$ cat config.mk
export PLATFORM = sky130hd
export DESIGN_NAME = txs_stack
export DESIGN_NICKNAME = d
export VERILOG_FILES = /design/src/rtl/txs_pkg.sv /design/src/rtl/txs_lifo.sv /design/src/rtl/txs_lock.sv /design/src/rtl/txs_stack.sv
export SDC_FILE = /design/constraint.sdc
export NUM_CORES = 1
export LEC_CHECK = 0
export BUFFER_PORTS_ARGS = -buffer_cell sky130_fd_sc_hd__clkbuf_2
export CORE_MARGIN = 1
export CORE_UTILIZATION = 64
export CTS_BUF_LIST = sky130_fd_sc_hd__clkbuf_2
export DETAILED_ROUTE_END_ITERATION = 12
export MAX_ROUTING_LAYER = met4
export PLACE_DENSITY = 0.92
export SYNTH_ARGS = -nofsm -noshare
export SYNTH_HDL_FRONTEND = slang
export SYNTH_HIERARCHICAL = 1
export SYNTH_SLANG_ARGS = --single-unit
$ cat constraint.sdc
create_clock -name clk -period 5 [get_ports clk]
set_clock_uncertainty 0.15 [all_clocks]
set_input_delay 0.5 -clock clk [delete_from_list [all_inputs] [get_ports clk]]
set_output_delay 0.5 -clock clk [all_outputs]
set_load 0.02 [all_outputs]
$ cat src/rtl/txs_pkg.sv
package txs_pkg;

   // Stored flags of one completion entry
   typedef struct packed {
      logic irq;
      logic jab;
      logic und;
      logic mcol;
      logic ovf;
   } txs_entry_t;

   // Host-visible byte for an entry (bits 1:0 always zero)
   function automatic logic [7:0] txs_pack(input txs_entry_t e, input logic present);
      return present ? {1'b1, e.irq, e.jab, e.und, e.mcol, e.ovf, 2'b00} : 8'h00;
   endfunction

   // Entry is worth an interrupt
   function automatic logic txs_wants_irq(input txs_entry_t e);
      return e.irq | e.jab | e.und | e.mcol;
   endfunction

endpackage

$ cat src/rtl/txs_lifo.sv
module txs_lifo
   import txs_pkg::*;
#(
   parameter int DEPTH = 4
) (
   input  logic       clk,
   input  logic       rst_n,
   input  logic       clear,
   input  logic       push,
   input  txs_entry_t push_entry,
   input  logic       pop,
   output txs_entry_t top_entry,
   output logic       top_valid,
   output logic       any_cause
);

   localparam int CW = $clog2(DEPTH + 1);

   generate
      if (DEPTH < 2) begin : g_bad_depth
         $error("txs_lifo: DEPTH must be at least 2");
      end
   endgenerate

   logic [CW-1:0] cnt;
   logic          full, empty, pop_eff, drop;
   txs_entry_t    slot       [DEPTH];
   logic [DEPTH-1:0] slot_cause;

   assign full    = (cnt == CW'(DEPTH));
   assign empty   = (cnt == '0);
   assign pop_eff = pop && !empty;
   assign drop    = push && full && !pop_eff;

   always_ff @(posedge clk or negedge rst_n) begin
      if (!rst_n) begin
         cnt <= '0;
      end else if (clear) begin
         cnt <= '0;
      end else if (push && !pop_eff && !full) begin
         cnt <= cnt + CW'(1);
      end else if (pop_eff && !push) begin
         cnt <= cnt - CW'(1);
      end
   end

   for (genvar i = 0; i < DEPTH; i++) begin : g_slot
      logic wr_here;
      assign wr_here = push && !clear &&
                       ((pop_eff && cnt == CW'(i + 1)) || (!pop_eff && cnt == CW'(i)));

      always_ff @(posedge clk or negedge rst_n) begin
         if (!rst_n) begin
            slot[i] <= '0;
         end else if (wr_here) begin
            slot[i] <= push_entry;
         end else if (drop && !clear && i == DEPTH - 1) begin
            slot[i].ovf <= 1'b1;
         end
      end

      assign slot_cause[i] = (CW'(i) < cnt) && txs_wants_irq(slot[i]);
   end

   always_comb begin
      top_entry = '0;
      for (int k = 0; k < DEPTH; k++) begin
         if (cnt == CW'(k + 1)) top_entry = slot[k];
      end
   end

   assign top_valid = !empty;
   assign any_cause = |slot_cause;

endmodule

$ cat src/rtl/txs_lock.sv
module txs_lock (
   input  logic clk,
   input  logic rst_n,
   input  logic clear,
   input  logic set,
   output logic reset_needed,
   output logic tx_enable
);

   always_ff @(posedge clk or negedge rst_n) begin
      if (!rst_n)     reset_needed <= 1'b0;
      else if (clear) reset_needed <= 1'b0;
      else if (set)   reset_needed <= 1'b1;
   end

   assign tx_enable = !reset_needed;

endmodule

$ cat src/rtl/txs_stack.sv
module txs_stack
   import txs_pkg::*;
#(
   parameter int DEPTH = 4
) (
   input  logic       clk,
   input  logic       rst_n,
   input  logic       cmp_valid,
   input  logic       cmp_irq_req,
   input  logic       cmp_jabber,
   input  logic       cmp_underrun,
   input  logic       cmp_maxcoll,
   input  logic       host_pop,
   input  logic       tx_reset,
   output logic [7:0] status_byte,
   output logic       txc_cause,
   output logic       reset_needed,
   output logic       tx_enable
);

   logic       accept;
   txs_entry_t new_entry, top_entry;
   logic       top_valid;

   assign accept    = cmp_valid && !tx_reset;
   assign new_entry = '{irq: cmp_irq_req, jab: cmp_jabber, und: cmp_underrun,
                        mcol: cmp_maxcoll, ovf: 1'b0};

   txs_lifo #(.DEPTH(DEPTH)) u_lifo (
      .clk        (clk),
      .rst_n      (rst_n),
      .clear      (tx_reset),
      .push       (accept),
      .push_entry (new_entry),
      .pop        (host_pop),
      .top_entry  (top_entry),
      .top_valid  (top_valid),
      .any_cause  (txc_cause)
   );

   txs_lock u_lock (
      .clk          (clk),
      .rst_n        (rst_n),
      .clear        (tx_reset),
      .set          (accept && (cmp_jabber || cmp_underrun)),
      .reset_needed (reset_needed),
      .tx_enable    (tx_enable)
   );

   assign status_byte = txs_pack(top_entry, top_valid);

endmodule

==> impl_results.md, run 1 <==
* Sw power at between 0.3 and 0.4 mW
* Worst R2R End: u_lifo/slot[9]
* Per-cell routed wire length at 16.1 um
* CTS tree: done
* Synth cell types at 46
* Pin count of the biggest net entering global routing at 25
* Clock root cell: clkbuf_2
* Cell taking the most area after synthesis: dfrtp_1
* Hold Slack at about 0.30 ns
* Pwr/cell area at 547 nW/um^2
* Clock Latency Late Sink at about 0.32 ns
* DIE AREA at between 2000 and 3000 um^2
* Tot GR Track Use at 0.262
* Switching share of power at 0.428
* Maximum vdd drop at 0.361 mV
* Post-route insts no fill at about 190
* Async SR Flop Fraction at 1.00
* Starting DRC count in detailed routing at 48
* Worst r2r src: u_lifo/cnt[2]
* Final setup viols at 0
* Final min period at ~3.2 ns
* Routed Antenna Nets at 0
* Core Util, Final at 0.734
* Initial antenna violation count at 0
* HP Class: in2reg
* Global-route wire length before repair at 4840 um
* RSZ-0062 raised after global routing: false
* Post-route setup slack at 1.80 ns
* Row count at 17
* Relative slew margins at 0.547
* Clk network pwr share at 0.082
* TritonRoute pass-1 iters at 4
* Post-synth EDFFs at 0
* Via count at 1,132
* P&R area growth vs syn at 8.71%
* R2R cell count at 4
* FILL cells at 153
* Vias in the first global route at between 1,000 and 1,500
* Mapped cell area at 1480 um^2
* Critical path's largest stage delay at ~0.68 ns
* Hold Vio Cnt, Final at 0
* Syn_area_per_cell at between 10 and 15 um^2
* Tcrit/Tclk final at 0.640
* Register area share after synthesis at 0.406
* WP buf/inv at 1
* I/O pin count at 20
* Fin Setup TNS at 0 ns
* Crit path depth at 5
* Synth Register Bits at 24
* Delay-heaviest family, CP: simple AND/OR/NAND/NOR gates
* Slowest CP cell: dfrtp_1
* FMAX at around 0.31 GHz
* Diodes inserted at 0
* CP arrival at 2.55 ns
* Clock sink total at 24
* Comb power frac at 0.490
* Sequential power share at 0.428
* PostCTS Resize Cnt at 0
* Vias per cell at just over 6
* GRT overflow at 0
* Synth Flop Type: dfrtp_1
* Total chip power at ~0.9 mW
* Multi-input logic area at 845 um^2
* Yosys top cell area share at 0.406
* PortBufs at 17
* Worst-Margin Slew at around 0.68 ns
* Critical Path RT at roughly 4.4 ns
* Outcome: completed
* Yosys warns at 6
* DRC Markers at 0
* Hold endpoint: u_lifo/slot[4]
* Reg2Reg Setup Slack at 2.42 ns
* Routability cong. at around 0.9
* HP Start: cmp_irq_req
* Nets at between 150 and 200
* Cell Chain, Critical Path: nand3b_1, nor2_1, a221o_1, and2_1, clkbuf_2
* Clk slew on worst S/H paths at between 0.2 and 0.25 ns
* Final instance area at ~1600 um^2
* Die height at approximately 50 um
* P_int at roughly 0.5 mW
* Post-DP HPWL at roughly 2300 um
* Fin. max-slew vios at 0
* Routed wire length at about 3000 um
* H-tree lvl count at 1
* Max Buffers Root-to-Sink at 2
* Core Box Area at between 2000 and 2500 um^2
* CTS buffer count at 3
* Synth Instances at ~140
* Layout cells sized above 1 at 0.306
* Critical Path Source Type: register
* CP endpoint kind: output pin
* Die width at between 50 and 60 um
* Placed instance area at 1580 um^2
* Max-Cap Viols at 0
* Setup CP Type: reg2out
* Register area at around 600 um^2
* Initial Utilization at 0.676
* Placed Cells at 180
* Max FO, Critical Path at 20
* Leakage at between 0.7 and 0.8 nW
* Post-place setup slack at roughly 2.3 ns
* Hold path depth at 2
* Top cells by area in the synthesized netlist: dfrtp_1 41%, mux2_2 14%, ha_1 4.2%
## cell type report
class | instances | area share
repair buffers | 18 | 0.0591
well taps | 28 | 0.0218
inverters | 4 | 0.00933
flip-flops and latches | 24 | 0.373
multi-input cells | 107 | 0.525
clock inverters | 1 | 0.00233
clock buffers | 3 | 0.00933
## placed cells by master, fill, tap and decap left out, drive strengths merged, types with 2 or more instances in the layout
cell type / count
nor2b: 2
a221o: 5
dfrtp: 24
nor4: 3
inv: 4
conb: 6
ha: 5
or2b: 2
nand2: 5
nor3: 4
and2: 6
nand2b: 3
mux2: 19
or2: 2
clkbuf: 20
o221ai: 2
o21ai: 3
o21bai: 2
nor2: 9
a211oi: 6
o21a: 2
a22oi: 5
## repair_timing
| item | 4_1_cts | 5_1_grt |
|---|---|---|
| endpoints found under the hold margin | 24 | 0 |
| hold buffers | 1 | 0 |
| setup buffers | 0 | 0 |
| endpoints found under the setup margin | 0 | 0 |
## metal layers
| layer | wire (um) | global-route usage | vias to the layer above |
|---|---|---|---|
| met5 | 0 | - | - |
| met4 | 0 | 0.0333 | 0 |
| met3 | 127 | 0.0309 | 0 |
| met2 | 1580 | 0.458 | 38 |
| met1 | 1270 | 0.332 | 556 |
| li1 | - | - | 538 |
## power by group through the flow
stage               Sequential (mW)  Clock [mW]  Combinational [mW]
floorplan                     0.337           0               0.359
global placement              0.372           0               0.403
detailed placement            0.378           0               0.430
CTS                           0.372      0.0775               0.430
global route                  0.387      0.0801               0.469
finish                        0.377      0.0724               0.431
## how the worst max path moves through the flow
stage / from / end
finish: u_lifo/cnt[2] / status_byte[3]
global route: u_lifo/cnt[2] / status_byte[3]
CTS: u_lifo/cnt[2] / status_byte[4]
detailed placement: u_lifo/cnt[2] / status_byte[4]
global placement: u_lifo/cnt[2] / status_byte[3]
floorplan: u_lifo/cnt[0] / status_byte[2]
## synthesized netlist by cell type, drive strengths merged, types with 2 or more instances
master	count
a221o	5
nor2b	2
nor2	9
o221ai	2
a22oi	5
and2	6
mux2	19
inv	4
dfrtp	24
nand2	5
o21bai	2
or2b	2
ha	5
nand2b	3
o21a	2
o21ai	3
or2	2
a211oi	6
buf	5
nor3	4
nor4	3
## registers in the layout, summed over array words and instances, names as in the netlist
| register | cells |
|---|---|
| u_lifo/slot | 20 |
| u_lifo/cnt | 3 |
| u_lock/reset_needed | 1 |
## cell families after synthesis
| kind of cell | Yosys count | synth area share |
|---|---|---|
| AND/OR/NAND/NOR | 43 | 0.179 |
| AO/OA/AOI/OAI | 31 | 0.171 |
| flip-flops | 24 | 0.406 |
| multiplexers | 20 | 0.151 |
| buffers and inverters | 10 | 0.0363 |
| adder cells (fa/ha/maj) | 5 | 0.0423 |
| XOR/XNOR | 2 | 0.0118 |
| other | 1 | 0.00253 |
## worst register-to-register path, stage by stage (launching register included)
cell and delay (ns):
dfrtp_1 0.83, nand3b_1 0.53, nor2_1 0.10, o21bai_1 0.48
mux2_2 0.40
Power figures use the tool's default switching activity.
==> run 2, diff against run 1 <==
CORE_UTILIZATION = 59   (was 64)
PLACE_DENSITY = 0.86   (was 0.92)
clock period = 3.15 ns   (was 5 ns; I/O delays follow)
==> run 2 against run 1 <==
Critical path depth is 3 higher. Sequential power is 53% higher. Final cell count is 0.54% higher. Die area is 8.1% higher. Clock power grew to 2.8 times the previous value. Sequential cell count stayed put. Global-route usage is 0.57 points higher. Hold slack worse by 0.21 ns. First-iteration DRC count is 13% higher. Largest power group unchanged.
==> impl_results.md, run 2 (same netlist as run 1, synthesis figures left out) <==
* TritonRoute pass-1 iters at 6
* Maximum vdd drop at a little over 0.6 mV
* DRC Markers at 0
* Critical Path RT at 2.68 ns
* CP endpoint kind: output pin
* Nets at 173
* Vias in the first global route at approximately 1,100
* Post-DP HPWL at 2340 um
* CTS buffer count at 3
* RSZ-0062 raised after global routing: false
* Worst r2r src: u_lifo/cnt[0]
* Max-Cap Viols at 0
* CP arrival at ~2.5 ns
* Clk slew on worst S/H paths at between 0.2 and 0.25 ns
* Hold Vio Cnt, Final at 0
* Post-route setup slack at 0.186 ns
* Comb power frac at 0.479
* Routed wire length at 3160 um
* Vias per cell at 6.34
* Diodes inserted at 0
* Sw power at between 0.6 and 0.7 mW
* Top flop regs: u_lifo/slot: 20 flops, u_lifo/cnt: 3 flops, u_lock/reset_needed: 1 flops
* Relative slew margins at 0.603
* Routed Antenna Nets at 0
* Crit path depth at 8
* Fin. max-slew vios at 0
* PostCTS Resize Cnt at 0
* Die height at around 52 um
* P&R area growth vs syn at 11.0%
* GRT overflow at 0
* Initial antenna violation count at 0
* FMAX at roughly 0.34 GHz
* Reg with most FFs: u_lifo/slot
* Row count at 17
* Core Util, Final at 0.715
* Leakage at between 0.7 and 0.8 nW
* Global-route wire length before repair at 5150 um
* Layout cells sized above 1 at 0.316
* DIE AREA at roughly 2700 um^2
* Tot GR Track Use at 0.268
* P_int at between 0.8 and 0.9 mW
* CTS tree: done
* I/O pin count at 20
* Initial Utilization at 0.644
* HP Class: in2reg
* Starting DRC count in detailed routing at between 50 and 60
* Most common cell after layout, fill and taps aside: dfrtp_1
* Delay-heaviest family, CP: compound AO/OA/AOI/OAI gates
* Worst R2R End: u_lifo/slot[7]
* Hold Slack at 0.0890 ns
* Setup CP Type: reg2out
* Post-place setup slack at roughly 0.64 ns
* Sequential power share at 0.384
* Pin count of the biggest net entering global routing at 25
* R2R cell count at 6
* Clk network pwr share at 0.136
* Critical Path Source Type: register
* Clock root cell: clkbuf_2
* Critical path's largest stage delay at 0.52 ns
* H-tree lvl count at 1
* Worst-Margin Slew at slightly below 0.6 ns
* Tcrit/Tclk final at 0.941
* Number of flip-flops in the largest register at 20
* Max Buffers Root-to-Sink at 2
* Final setup viols at 0
* Placed instance area at approximately 1600 um^2
* Clock Latency Late Sink at around 0.34 ns
* Reg2Reg Setup Slack at 0.70 ns
* Die width at ~52 um
* Switching share of power at 0.410
* WP buf/inv at 2
* Clock sink total at 24
* Fin Setup TNS at 0 ns
* Final instance area at roughly 1600 um^2
* Per-cell routed wire length at roughly 17 um
* Pwr/cell area at about 920 nW/um^2
* Most frequent cells in the layout: 24 x dfrtp_1, 20 x clkbuf_2, 19 x mux2_2, 9 x nor2_1, 6 x conb_1
* Via count at 1,179
* Cell Chain, Critical Path: inv_1, ha_1, nor2b_1, a22oi_1, a211oi_1, a221o_1, and2_1, clkbuf_2
* Core Box Area at 2300 um^2
* CP endpoint: status_byte[5]
* Slowest CP cell: dfrtp_1
* Worst Setup SP: u_lifo/cnt[0]
* Outcome: completed
* Final min period at approximately 3 ns
* PortBufs at 17
* Max FO, Critical Path at 8
* Routability cong. at between 0.8 and 0.9
run 2: cell types whose count changed in the layout (fill, tap and decap cells not counted):
cell,before,now
bufinv_16,0,1
clkinv_1,1,0
buf_4,0,1
run 2: worst min-delay path by stage:
stage,startpoint,depth (start not counted),end,slack (ns)
finish,cmp_maxcoll,2,u_lifo/slot[6],0.09
global route,cmp_maxcoll,2,u_lifo/slot[6],0.06
CTS,cmp_maxcoll,2,u_lifo/slot[6],0.09
detailed placement,rst_n,1,u_lifo/slot[5],0.20
global placement,rst_n,1,u_lifo/slot[0],0.18
floorplan,rst_n,0,u_lifo/cnt[0],-0.13
run 2: what timing repair did:
action / CTS / global route
setup endpoints to repair: 0 / 0
hold buffers: 1 / 0
endpoints found under the hold margin: 24 / 0
setup buffers: 0 / 0
run 2: metal layers:
layer / global-route usage / vias to the layer above / wire length, um
li1: - / 543 / -
met1: 0.341 / 577 / 1390
met2: 0.438 / 55 / 1590
met3: 0.0292 / 4 / 155
met4: 0.0991 / 0 / 17
met5: - / - / 0
run 2: per-stage QoR:
stage	power, mW	instances
detailed placement	1.29	181
floorplan	1.10	141
global route	1.59	186
CTS	1.49	186
global placement	1.24	181
finish	1.50	186
run 2: power groups by stage:
stage	combinational (mW)	clock, mW	sequential, mW
2_1_floorplan	0.570	0	0.535
3_3_place_gp	0.671	0	0.569
3_5_place_dp	0.710	0	0.579
4_1_cts	0.718	0.206	0.570
5_1_grt	0.784	0.219	0.586
6_report	0.720	0.205	0.578
run 2: layout make-up:
| cell class | count | area [um^2] |
|---|---|---|
| multi-input combinational | 107 | 845 |
| fill | 165 | 654 |
| sequential | 24 | 601 |
| timing repair buffer | 19 | 103 |
| tap | 28 | 35.0 |
| clock inverter | 1 | 30.0 |
| clock buffer | 3 | 15.0 |
| inverter | 4 | 15.0 |
run 2: worst register-to-register path, cell delays in order, from the launching register on:
cell and delay (ns):
dfrtp_1 0.52, inv_1 0.14, ha_1 0.32, and2b_2 0.31, nor3b_1 0.07, o21bai_1 0.47, mux2_2 0.40
